## src/rtl/pwr_seq_pkg.sv

```systemverilog
package pwr_seq_pkg;

   typedef enum logic [1:0] {
      SEQ_IDLE  = 2'd0,
      SEQ_RAMP  = 2'd1,
      SEQ_RUN   = 2'd2,
      SEQ_TRIP  = 2'd3
   } seq_state_t;

   localparam int N_WATCH = 2;
   localparam int W_POS   = 0;
   localparam int W_NEG   = 1;

endpackage

```

## src/rtl/pseq_span_timer.sv

```systemverilog
module pseq_span_timer #(
   parameter int LIMIT = 4
) (
   input  logic clk_i,
   input  logic rst_ni,
   input  logic run_i,
   output logic last_o,
   output logic window_o
);
   localparam int CW = $clog2(LIMIT + 1);
   localparam logic [CW-1:0] TOP  = CW'(LIMIT);
   localparam logic [CW-1:0] LAST = CW'(LIMIT - 1);

   logic [CW-1:0] cnt_q;

   initial begin
      assert (LIMIT >= 1) else $error("pseq_span_timer: LIMIT must be at least 1");
   end

   always_ff @(posedge clk_i or negedge rst_ni) begin
      if (!rst_ni)             cnt_q <= '0;
      else if (!run_i)         cnt_q <= '0;
      else if (cnt_q != TOP)   cnt_q <= cnt_q + 1'b1;
   end

   assign last_o   = run_i && (cnt_q == LAST);
   assign window_o = (cnt_q < TOP);

   AST_TMR_RESTART: assert property (@(posedge clk_i) disable iff (!rst_ni)
      !run_i |=> (cnt_q == '0));
   AST_TMR_BOUND: assert property (@(posedge clk_i) disable iff (!rst_ni)
      cnt_q <= TOP);

endmodule

```

## src/rtl/pseq_ctrl_fsm.sv

```systemverilog
module pseq_ctrl_fsm
   import pwr_seq_pkg::*;
(
   input  logic       clk_i,
   input  logic       rst_ni,
   input  logic       en_i,
   input  logic       uvlo_i,
   input  logic       otemp_i,
   input  logic       ramp_done_i,
   input  logic       trip_i,
   output seq_state_t st_o
);
   seq_state_t st_q, st_d;

   always_comb begin
      st_d = st_q;
      if (uvlo_i || !en_i) begin
         st_d = SEQ_IDLE;
      end else if (otemp_i) begin
         st_d = SEQ_TRIP;
      end else begin
         unique case (st_q)
            SEQ_IDLE: st_d = SEQ_RAMP;
            SEQ_RAMP: begin
               if (trip_i)           st_d = SEQ_TRIP;
               else if (ramp_done_i) st_d = SEQ_RUN;
            end
            SEQ_RUN:  if (trip_i) st_d = SEQ_TRIP;
            SEQ_TRIP: st_d = SEQ_TRIP;
            default:  st_d = SEQ_IDLE;
         endcase
      end
   end

   always_ff @(posedge clk_i or negedge rst_ni) begin
      if (!rst_ni) st_q <= SEQ_IDLE;
      else         st_q <= st_d;
   end

   assign st_o = st_q;

   AST_UVLO_FORCES_IDLE: assert property (@(posedge clk_i) disable iff (!rst_ni)
      uvlo_i |=> (st_q == SEQ_IDLE));
   AST_EN_LOW_IDLE: assert property (@(posedge clk_i) disable iff (!rst_ni)
      !en_i |=> (st_q == SEQ_IDLE));
   AST_TRIP_STICKY: assert property (@(posedge clk_i) disable iff (!rst_ni)
      (st_q == SEQ_TRIP && en_i && !uvlo_i) |=> (st_q == SEQ_TRIP));
   AST_HOT_TRIPS: assert property (@(posedge clk_i) disable iff (!rst_ni)
      (en_i && !uvlo_i && otemp_i) |=> (st_q == SEQ_TRIP));
   AST_NO_SKIP_RAMP: assert property (@(posedge clk_i) disable iff (!rst_ni)
      (st_q == SEQ_IDLE) |=> (st_q != SEQ_RUN));

endmodule

```

## src/rtl/pwr_seq_supervisor.sv

```systemverilog
module pwr_seq_supervisor
   import pwr_seq_pkg::*;
#(
   parameter int CLKS_PER_MS  = 50000,
   parameter int NEG_DELAY_MS = 10,
   parameter int SOFT_MS      = 1,
   parameter int FILT_MS      = 3
) (
   input  logic clk_i,
   input  logic rst_ni,
   input  logic en_i,
   input  logic uvlo_i,
   input  logic otemp_i,
   input  logic pos_low_i,
   input  logic neg_oor_i,
   output logic pos_en_o,
   output logic soft_start_o,
   output logic neg_en_o,
   output logic discharge_o,
   output logic fault_o
);
   localparam int NEG_CYC  = CLKS_PER_MS * NEG_DELAY_MS;
   localparam int SOFT_CYC = CLKS_PER_MS * SOFT_MS;
   localparam int FILT_CYC = CLKS_PER_MS * FILT_MS;

   initial begin
      assert (CLKS_PER_MS >= 1)  else $error("pwr_seq_supervisor: CLKS_PER_MS < 1");
      assert (NEG_DELAY_MS >= 1) else $error("pwr_seq_supervisor: NEG_DELAY_MS < 1");
      assert (SOFT_MS >= 1)      else $error("pwr_seq_supervisor: SOFT_MS < 1");
      assert (FILT_MS >= 1)      else $error("pwr_seq_supervisor: FILT_MS < 1");
   end

   seq_state_t          st;
   logic                ramp_done;
   logic                ramp_win_unused;
   logic                soft_win;
   logic                soft_last_unused;
   logic [N_WATCH-1:0]  flag_vec;
   logic [N_WATCH-1:0]  arm_vec;
   logic [N_WATCH-1:0]  trip_vec;
   logic [N_WATCH-1:0]  win_unused;
   logic                rail_pos_on;
   logic                rail_neg_on;

   assign rail_pos_on = (st == SEQ_RAMP) || (st == SEQ_RUN);
   assign rail_neg_on = (st == SEQ_RUN);

   pseq_ctrl_fsm u_fsm (
      .clk_i       (clk_i),
      .rst_ni      (rst_ni),
      .en_i        (en_i),
      .uvlo_i      (uvlo_i),
      .otemp_i     (otemp_i),
      .ramp_done_i (ramp_done),
      .trip_i      (|trip_vec),
      .st_o        (st)
   );

   pseq_span_timer #(.LIMIT(NEG_CYC)) u_ramp_tmr (
      .clk_i    (clk_i),
      .rst_ni   (rst_ni),
      .run_i    (st == SEQ_RAMP),
      .last_o   (ramp_done),
      .window_o (ramp_win_unused)
   );

   pseq_span_timer #(.LIMIT(SOFT_CYC)) u_soft_tmr (
      .clk_i    (clk_i),
      .rst_ni   (rst_ni),
      .run_i    (rail_pos_on),
      .last_o   (soft_last_unused),
      .window_o (soft_win)
   );

   assign flag_vec[W_POS] = pos_low_i;
   assign flag_vec[W_NEG] = neg_oor_i;
   assign arm_vec[W_POS]  = rail_pos_on;
   assign arm_vec[W_NEG]  = rail_neg_on;

   for (genvar g = 0; g < N_WATCH; g++) begin : g_watch
      pseq_span_timer #(.LIMIT(FILT_CYC)) u_filt (
         .clk_i    (clk_i),
         .rst_ni   (rst_ni),
         .run_i    (arm_vec[g] && flag_vec[g]),
         .last_o   (trip_vec[g]),
         .window_o (win_unused[g])
      );
   end

   assign pos_en_o     = rail_pos_on;
   assign neg_en_o     = rail_neg_on;
   assign soft_start_o = rail_pos_on && soft_win;
   assign discharge_o  = (st == SEQ_IDLE) || (st == SEQ_TRIP);
   assign fault_o      = (st == SEQ_TRIP);

   AST_NEG_NEEDS_POS: assert property (@(posedge clk_i) disable iff (!rst_ni)
      neg_en_o |-> pos_en_o);
   AST_SS_NEEDS_POS: assert property (@(posedge clk_i) disable iff (!rst_ni)
      soft_start_o |-> pos_en_o);
   AST_FAULT_RAILS_OFF: assert property (@(posedge clk_i) disable iff (!rst_ni)
      fault_o |-> (!pos_en_o && !neg_en_o && discharge_o));
   AST_NEG_FILT_ARMED: assert property (@(posedge clk_i) disable iff (!rst_ni)
      trip_vec[W_NEG] |-> neg_en_o);
   AST_TRIP_LATCHES: assert property (@(posedge clk_i) disable iff (!rst_ni)
      (|trip_vec && en_i && !uvlo_i) |=> fault_o);

endmodule

```

## config.mk

```make
export PLATFORM = sky130hd
export DESIGN_NAME = pwr_seq_supervisor
export DESIGN_NICKNAME = d
export VERILOG_FILES = /design/src/rtl/pwr_seq_pkg.sv /design/src/rtl/pseq_span_timer.sv /design/src/rtl/pseq_ctrl_fsm.sv /design/src/rtl/pwr_seq_supervisor.sv
export SDC_FILE = /design/constraint.sdc
export NUM_CORES = 1
export LEC_CHECK = 0
export ABC_AREA = 1
export BUFFER_PORTS_ARGS = -buffer_cell sky130_fd_sc_hd__buf_2
export CAP_MARGIN = 10
export CORE_MARGIN = 4
export CORE_UTILIZATION = 65
export CTS_CLUSTER_SIZE = 16
export DETAILED_ROUTE_END_ITERATION = 6
export PLACE_DENSITY = 0.93
export SYNTH_ARGS = -nofsm -noshare
export SYNTH_HDL_FRONTEND = slang
export SYNTH_SLANG_ARGS = --single-unit
```

## constraint.sdc

```tcl
create_clock -name clk_i -period 2.38 [get_ports clk_i]
set_input_delay 0 -clock clk_i [delete_from_list [all_inputs] [get_ports clk_i]]
set_output_delay 0 -clock clk_i [all_outputs]
set_load 0.03 [all_outputs]
```

Word-level counts from Yosys, hierarchy flattened --
Cells that the tools add are included.
Storage, ports and cells: register bits 73, output and inout bits 5, input bits 7, word-level logic and storage cells 53
Cells by class: reduce and logical (&&, ||, !) cells 13, $add $sub $neg 4, $lt $le $gt $ge 1, multiplexer cells 14, eq/ne operators 16
Operator list (count):
- 2-to-1 mux 18 bit | 4
- 2-to-1 mux 19 bit | 2
- adder 18 x 1 -> 18 bit (second input constant) | 2
- equality test 18 bit (second input constant) | 2
- inequality test 18 bit (second input constant) | 2
- 2-to-1 mux 16 bit | 2
- adder 19 x 1 -> 19 bit (second input constant) | 1
- equality test 19 bit (second input constant) | 1
- inequality test 19 bit (second input constant) | 1
- adder 16 x 1 -> 16 bit (second input constant) | 1
- < comparator 16 bit (second input constant) | 1
- inequality test 16 bit (second input constant) | 1
- 2-to-1 mux 2 bit | 5
- case mux 2 bit (4 select lines) | 1
- logical AND 1 bit | 6
- inequality test 2 bit (second input constant) | 3
- inequality test 5 bit (second input constant) | 1
- equality test 2 bit (second input constant) | 2
- inequality test 4 x 2 -> 1 bit (second input constant) | 1
- logical OR 1 bit | 3
- equality test 2 x 1 -> 1 bit (second input constant) | 1
- logical NOT 2 bit | 1
- inequality test 2 x 1 -> 1 bit (second input constant) | 1
- AND reduction 2 bit | 1
- 2 further kinds | 2

Depth between registers and ports, before layout --
Gate-level depths: netlist of run 1.
depth in word-level cells 9, mapped depth 10, mapped depth without buffers 10

Cells and area by module --
Synthesis of run 1 repeated with hierarchy kept, for this count alone.
Unflattened totals: cells, all modules 698, area total of the unflattened synthesis 4814.6 um^2
By module, submodules not included:
- pseq_span_timer (g_watch[0].u_filt ...) | times used 2, sequential area each 450.4 um^2, cells each 160, area each 1123.6 um^2
- pseq_span_timer (u_ramp_tmr) | times used 1, sequential area each 475.5 um^2, cells each 190, area each 1322.5 um^2
- pseq_span_timer (u_soft_tmr) | times used 1, sequential area each 400.4 um^2, cells each 150, area each 1022.2 um^2
- pseq_ctrl_fsm | times used 1, sequential area each 50.0 um^2, cells each 23, area each 140.1 um^2
- pwr_seq_supervisor | times used 1, sequential area each 0.0 um^2, cells each 15, area each 82.6 um^2

Least setup slack after synthesis of run 1 --
OpenSTA, ideal clock, no wires.
path type register to output, start point register u_fsm.st_q[0], in the netlist u_fsm.st_o[0], end point output soft_start_o, arrival 2.234 ns, buffers on the path 0, required time 2.380 ns, cell stages (with the launch flop) 5, slack 0.146 ns, cells stage by stage dfrtp_1 > inv_1 > ha_1 > clkinv_1 > a211oi_1
On the way: longest elaborated chain between the ends 3
RTL lines:
- from (decl) | RTL line pseq_ctrl_fsm.sv:13 | seq_state_t st_q, st_d;
- from (signal assigned) | RTL line pseq_ctrl_fsm.sv:37 | else st_q <= st_d;
- equality test 2 x 1 -> 1 bit or equality test 2 bit (tied branches) | RTL line pwr_seq_supervisor.sv:45 | assign rail_pos_on = (st == SEQ_RAMP) || (st == SEQ_RUN);
- logical OR 1 bit (*) | RTL line pwr_seq_supervisor.sv:45
- net pos_en_o | RTL line pwr_seq_supervisor.sv:16 | output logic pos_en_o,
- logical AND 1 bit (*) | RTL line pwr_seq_supervisor.sv:92 | assign soft_start_o = rail_pos_on && soft_win;
- to (decl) | RTL line pwr_seq_supervisor.sv:17 | output logic soft_start_o,
Mark *: on every way through the listed nets, which the timed path passes. The rest lies on a longest branch.

Worst setup path in the final report of run 1 --
start point register u_fsm.st_q[0], in the netlist u_fsm.st_o[0], end point output soft_start_o
On the way: longest elaborated chain between the ends 3
RTL lines (RTL line):
- equality test 2 x 1 -> 1 bit or equality test 2 bit (tied branches) | pwr_seq_supervisor.sv:45
- logical OR 1 bit (*) | pwr_seq_supervisor.sv:45
- logical AND 1 bit (*) | pwr_seq_supervisor.sv:92
Mark *: on every way between the ends. The rest lies on a longest branch, timed or not.

==> impl_metrics.py, run 1 <==
metrics = {
    "run_status": {
        "outcome": "finished clean",
    },
    "synth": {
        "syn-num-nets": 551,
        "synth_area_um2": 4130,
        "ys_types": 35,
        "synth.ff_latch_count": 73,
        "yosysWarningCount": 0,
        "synth-simple-area-share_pct": 32.0,
        "synth_fa_ha_area_share_pct": 3.63,
        "syn_inst": 532,
        "synth_compound_area_share_pct": 10.9,
        "postSynthAreaPerCell_um2": 7.77,
        "synth_xor_area_share_pct": 1.91,
        "synth_top_family_by_area": "simple AND/OR/NAND/NOR gates",
        "synth_mux_area_share_pct": 0,
        "ys_seq_area_share_pct": 44.2,
    },
    "cts": {
        "cts_root_buf": "clkbuf_8",
        "post_cts_resized": 0,
        "cts_max_path_buffers": 2,
        "clk_latency_ps": 350,
        "cts_num_sinks": 73,
        "cts_tree": "yes",
        "cts.clk_slew.worst_paths_ps": 70,
        "cts_buffers": 9,
        "htreeDepth": 3,
        "cts_setup_buffers": 0,
    },
    "power_and_ir_drop": {
        "power_density_nw_per_um2": 567,
        "power_w": 0.00257,
        "ir_worst_vdd_mv": 0.374,
        "leakagePower_nw": 2.00,
    },
    "cells_and_area": {
        "nets": 573,
        "n_antenna_cell": 0,
        "drive_above_1_share_pct": 12.2,
        "syn_to_final_growth_pct": 9.69,
        "final_cell_mix": "nand2_1 (93), dfrtp_1 (73), nor2_1 (70), inv_1 (69), a21oi_1 (39)",
        "final_common_cell": "nand2_1",
        "fillers": 421,
        "final_area_um2": 4530,
    },
    "setup_path": {
        "required_ps": 2380,
        "timing.rr.start": "u_fsm.st_o[0]",
        "startpoint": "u_fsm.st_o[0]",
        "path_class": "reg -> out",
        "cp-end-kind": "output pin",
        "critPathMaxFanout": 12,
        "crit_arrival_ps": 2110,
        "start_kind": "flip-flop",
    },
    "timing": {
        "timing.final.crit_period_ps": 2110,
        "setup_tns_ps": 0,
        "fmax_ghz": 0.475,
        "slew_headroom_pct": 58.5,
        "hold_viol": 0,
        "finalSetupViolCount": 0,
        "finalClockSkew_ps": 7.23,
        "setup_ws_ps": 273,
        "tightestPinTransition_ps": 622,
        "drv_slew": 0,
        "post-route-period-util_pct": 88.5,
        "rsz0062_at_grt": "no",
    },
    "route": {
        "vias_per_cell": 5.72,
        "wl_per_cell_um": 13.7,
        "drt_first_pass_iters": 5,
        "drt-total-wl_mm": 8.70,
        "drtIter0Drc": 204,
        "vias": 3618,
        "ant_nets": 0,
        "drc_errors": 0,
    },
    "place": {
        "hpwl_mm": 6.20,
        "globalplace.congestion": 0.856,
        "io_buffers": 11,
        "dpl_cell_area_um2": 4290,
        "pre_cts_slack_ps": 540,
    },
    "die": {
        "fp.dieW_um": 87.7,
        "start_util_pct": 68.2,
        "io_pins": 12,
        "core_um2": 6060,
        "die_h_um": 87.7,
        "die-area_um2": 7700,
        "num_rows": 28,
    },
    "min_path": {
        "worstHoldStart": "otemp_i",
        "worstHoldPathType": "in -> reg",
    },
    "grt": {
        "grt_max_degree": 48,
        "grt_usage_pct": 25.4,
        "grt_overflow": 0,
        "grt_pass1_wl_mm": 15.7,
        "grt_pass1_vias": 3778,
        "antenna_found_initial": 0,
    },
    "flow_run": {
        "maxCapViolations": 0,
    },
}
cell type report:
type                    instances  area [um2]  share of cell area (%)
clock buffers                  12         135                    2.98
clock inverters                 3        90.1                    1.99
inverters                      76         285                    6.29
multi-input cells             379        2000                    44.1
flip-flops and latches         73        1830                    40.3
well taps                      75        93.8                    2.07
repair buffers                 15         103                    2.26
path summary, 6_finish.rpt:
| check | to | slack (ps) | cells past startpoint |
|---|---|---|---|
| max | soft_start_o | 270 | 6 |
| min | u_fsm.st_o[0] | 8 | 5 |
| max reg2reg | g_watch[0].u_filt.cnt_q[7] | 480 | 8 |
| min reg2reg | u_soft_tmr.cnt_q[14] | 510 | 1 |
| max in group asynchronous | g_watch[0].u_filt.cnt_q[3] | 1500 | 3 |
| min in group asynchronous | g_watch[1].u_filt.cnt_q[6] | 200 | 2 |
registers in the layout, indices dropped and copies added (netlist names):
signal / flops
g_watch.u_filt.cnt_q: 36
u_fsm.st_o: 2
u_ramp_tmr.cnt_q: 19
u_soft_tmr.cnt_q: 16
through the flow:
| stage | std cells | hold WS [ps] | util, % |
|---|---|---|---|
| 2_1_floorplan | 532 | -296 | - |
| 3_3_place_gp | 616 | 43.0 | 70.7 |
| 3_5_place_dp | 616 | 50.7 | 70.7 |
| 4_1_cts | 633 | 5.16 | 74.8 |
| 5_1_grt | 633 | 63.4 | 74.8 |
| 6_report | 633 | 7.99 | 74.8 |
synth_stat cells, drive strengths merged:
master | count | share of area [%]
nor2 | 81 | 8.6
dfrtp | 73 | 44
o21ai | 40 | 4.9
clkinv | 1 | 0.091
nand3b | 1 | 0.18
nor3b | 3 | 0.67
o21a | 3 | 0.55
nand3 | 43 | 6.2
clkbuf | 1 | 0.091
and3 | 2 | 0.30
a211oi | 2 | 0.36
buf | 3 | 0.42
nand4 | 8 | 1.4
or2 | 1 | 0.15
nor3 | 26 | 3.8
inv | 75 | 6.8
xor2 | 9 | 1.9
a31oi | 2 | 0.30
nor4 | 3 | 0.45
a21oi | 39 | 4.7
nand2 | 104 | 10
ha | 12 | 3.6
layer usage:
| metal | track usage (%) | part of all wire (%) | vias to the layer above |
|---|---|---|---|
| met5 | 0 | 0 | - |
| met4 | 10.2 | 1.7 | 0 |
| met3 | 5.36 | 4.6 | 16 |
| met2 | 44.6 | 51 | 103 |
| met1 | 30.5 | 43 | 1719 |
| li1 | - | - | 1780 |
power breakdown:
group	leakage [nW]	switching [W]	internal (W)
registers	1.02	0.0000149	0.00125
clock network	0.111	0.000447	0.000693
logic	0.878	0.000117	0.0000470
kinds of logic after synthesis:
kind of cell / after synthesis
XOR/XNOR: 9
buffers and inverters: 80
adder cells (fa/ha/maj): 12
AND/OR/NAND/NOR: 272
flip-flops: 73
AO/OA/AOI/OAI: 86
repair_timing:
item | in CTS | in global routing
setup endpoints to repair | 0 | 0
hold buffers | 2 | 0
endpoints found under the hold margin | 28 | 0
worst max-delay path: stages (launching register included):
cell and delay [ps]:
dfrtp_1 410, inv_1 80, ha_1 310, buf_4 180
clkinv_1 240, a211oi_1 290, buf_2 240
(Power assumes the default switching activity.)
==> run 2, diff against run 1 <==
--- a/config.mk
+++ b/config.mk
@@ -12,6 +12,7 @@
 export CORE_UTILIZATION = 65
 export CTS_CLUSTER_SIZE = 16
 export DETAILED_ROUTE_END_ITERATION = 6
+export GPL_ROUTABILITY_DRIVEN = 0
 export PLACE_DENSITY = 0.93
 export SYNTH_ARGS = -nofsm -noshare
 export SYNTH_HDL_FRONTEND = slang
==> constraint.sdc (replaced) <==
create_clock -name clk_i -period 2.38 [get_ports clk_i]
set_input_delay 0 -clock clk_i [delete_from_list [all_inputs] [get_ports clk_i]]
set_output_delay 0 -clock clk_i [all_outputs]
set_load 0.05 [all_outputs]
==> run 2 against run 1 <==
Wire length fell by 2.7%; first-iteration DRC count is 3.9% higher; global-route usage decreased by 0.54 points; final area grew 1.2%; combinational power is 13% higher; sequential power is essentially flat; critical path depth unchanged; worst setup slack lost 64 ps; final cell count up 0.32%; highest routed layer unchanged.
==> impl_metrics.py, run 2 (same netlist as run 1, synthesis figures left out) <==
metrics = {
    "flow_run": {
        "maxCapViolations": 0,
    },
    "grt": {
        "antenna_found_initial": 0,
        "grt_usage_pct": 24.9,
        "use_met1_pct": 32.4,
        "use_met3_pct": 3.29,
        "grt_max_degree": 49,
        "grt_pass1_vias": 3617,
        "grt_pass1_wl_mm": 15.2,
        "top_usage_layer": "met2",
        "grt_overflow": 0,
        "met2_usage_pct": 41.4,
    },
    "setup_path": {
        "required_ps": 2380,
        "r2r_setup_slack_ps": 420,
        "startpoint": "u_fsm.st_o[0]",
        "r2r_end": "g_watch[0].u_filt.cnt_q[7]",
        "worstRegToRegCells": 8,
        "path_class": "reg -> out",
        "crit_arrival_ps": 2170,
        "cp-end-kind": "output pin",
        "critPathMaxFanout": 12,
        "start_kind": "flip-flop",
        "timing.rr.start": "u_fsm.st_o[0]",
    },
    "die": {
        "die-area_um2": 7700,
        "die_h_um": 87.7,
        "start_util_pct": 68.2,
        "num_rows": 28,
        "io_pins": 12,
        "fp.dieW_um": 87.7,
        "core_um2": 6060,
    },
    "cells_and_area": {
        "final_common_cell": "nand2_1",
        "fillers": 406,
        "largest-register": "g_watch.u_filt.cnt_q",
        "reg_top3": "g_watch.u_filt.cnt_q (36), u_ramp_tmr.cnt_q (19), u_soft_tmr.cnt_q (16)",
        "n_antenna_cell": 0,
        "final_cell_mix": "nand2_1 (93), dfrtp_1 (73), nor2_1 (70), inv_1 (69), a21oi_1 (39)",
        "syn_to_final_growth_pct": 11.0,
        "nets": 574,
        "drive_above_1_share_pct": 12.9,
        "largest_register_ffs": 36,
    },
    "run_status": {
        "outcome": "finished clean",
    },
    "cts": {
        "cts.clk_slew.worst_paths_ps": 70,
        "htreeDepth": 3,
        "cts_max_path_buffers": 2,
        "post_cts_resized": 0,
        "clk_latency_ps": 350,
        "cts_buffers": 9,
        "cts_setup_buffers": 0,
        "cts_tree": "yes",
        "cts_num_sinks": 73,
        "cts_hold_buf": 2,
        "cts_root_buf": "clkbuf_8",
    },
    "route": {
        "drt-total-wl_mm": 8.47,
        "drc_errors": 0,
        "drt_first_pass_iters": 5,
        "vias_per_cell": 5.65,
        "drtIter0Drc": 212,
        "wl_per_cell_um": 13.3,
        "ant_nets": 0,
        "vias": 3588,
    },
    "timing": {
        "drv_slew": 0,
        "finalSetupViolCount": 0,
        "setup_tns_ps": 0,
        "fmax_ghz": 0.461,
        "finalClockSkew_ps": 8.93,
        "timing.final.crit_period_ps": 2170,
        "slew_headroom_pct": 59.4,
        "hold_viol": 0,
        "tightestPinTransition_ps": 609,
        "setup_ws_ps": 209,
        "post-route-period-util_pct": 91.2,
        "rsz0062_at_grt": "no",
    },
    "place": {
        "hpwl_mm": 6.14,
        "pre_cts_slack_ps": 512,
        "io_buffers": 11,
    },
    "min_path": {
        "worstHoldStart": "otemp_i",
        "hold_depth": 5,
        "hold_end": "u_fsm.st_o[1]",
        "worstHoldPathType": "in -> reg",
    },
    "power_and_ir_drop": {
        "ir_worst_vdd_mv": 0.424,
        "power_density_nw_per_um2": 591,
        "leakagePower_nw": 2.03,
    },
}
[run 2: how the worst max path moves through the flow]
stage	slack, ps	endpoint	cells after the start
floorplan	6	soft_start_o	4
global placement	640	g_watch[0].u_filt.cnt_q[7]	8
detailed placement	510	g_watch[0].u_filt.cnt_q[7]	8
CTS	190	soft_start_o	6
global route	90	soft_start_o	6
finish	210	soft_start_o	6
[run 2: final cells by class]
cell class | count | area (um2) | share of cell area (%)
well taps | 75 | 93.8 | 2.05
flip-flops and latches | 73 | 1830 | 39.8
clock buffers | 11 | 131 | 2.86
inverters | 76 | 285 | 6.22
multi-input cells | 379 | 2010 | 43.8
clock inverters | 5 | 128 | 2.78
repair buffers | 16 | 110 | 2.40
[run 2: stage by stage]
stage,hold slack [ps],total power [W],std cells,utilization (%),area (um2)
finish,35.3,0.00271,635,75.7,4590
detailed placement,43.4,0.00147,617,71.1,4310
global placement,36.4,0.00146,617,71.1,4310
CTS,11.1,0.00273,635,75.7,4590
global route,52.2,0.00281,635,75.7,4590
floorplan,-296,0.00140,532,-,4140
[run 2: routing by layer]
metal	part of all wire, %	vias up
met5	0	-
li1	-	1776
met4	2.2	0
met3	4.0	18
met1	46	1711
met2	48	83
[run 2: report_power, final]
part	total (W)	internal [W]	switching, W
Clock	0.00126	0.000804	0.000455
Combinational	0.000186	0.0000518	0.000134
Sequential	0.00127	0.00125	0.0000146
[run 2: critical path, stage by stage, from the launching register on]
cell      delay, ps
dfrtp_1         410
inv_1            90
ha_1            320
buf_4           190
clkinv_1        260
a211oi_4        270
buf_2           290
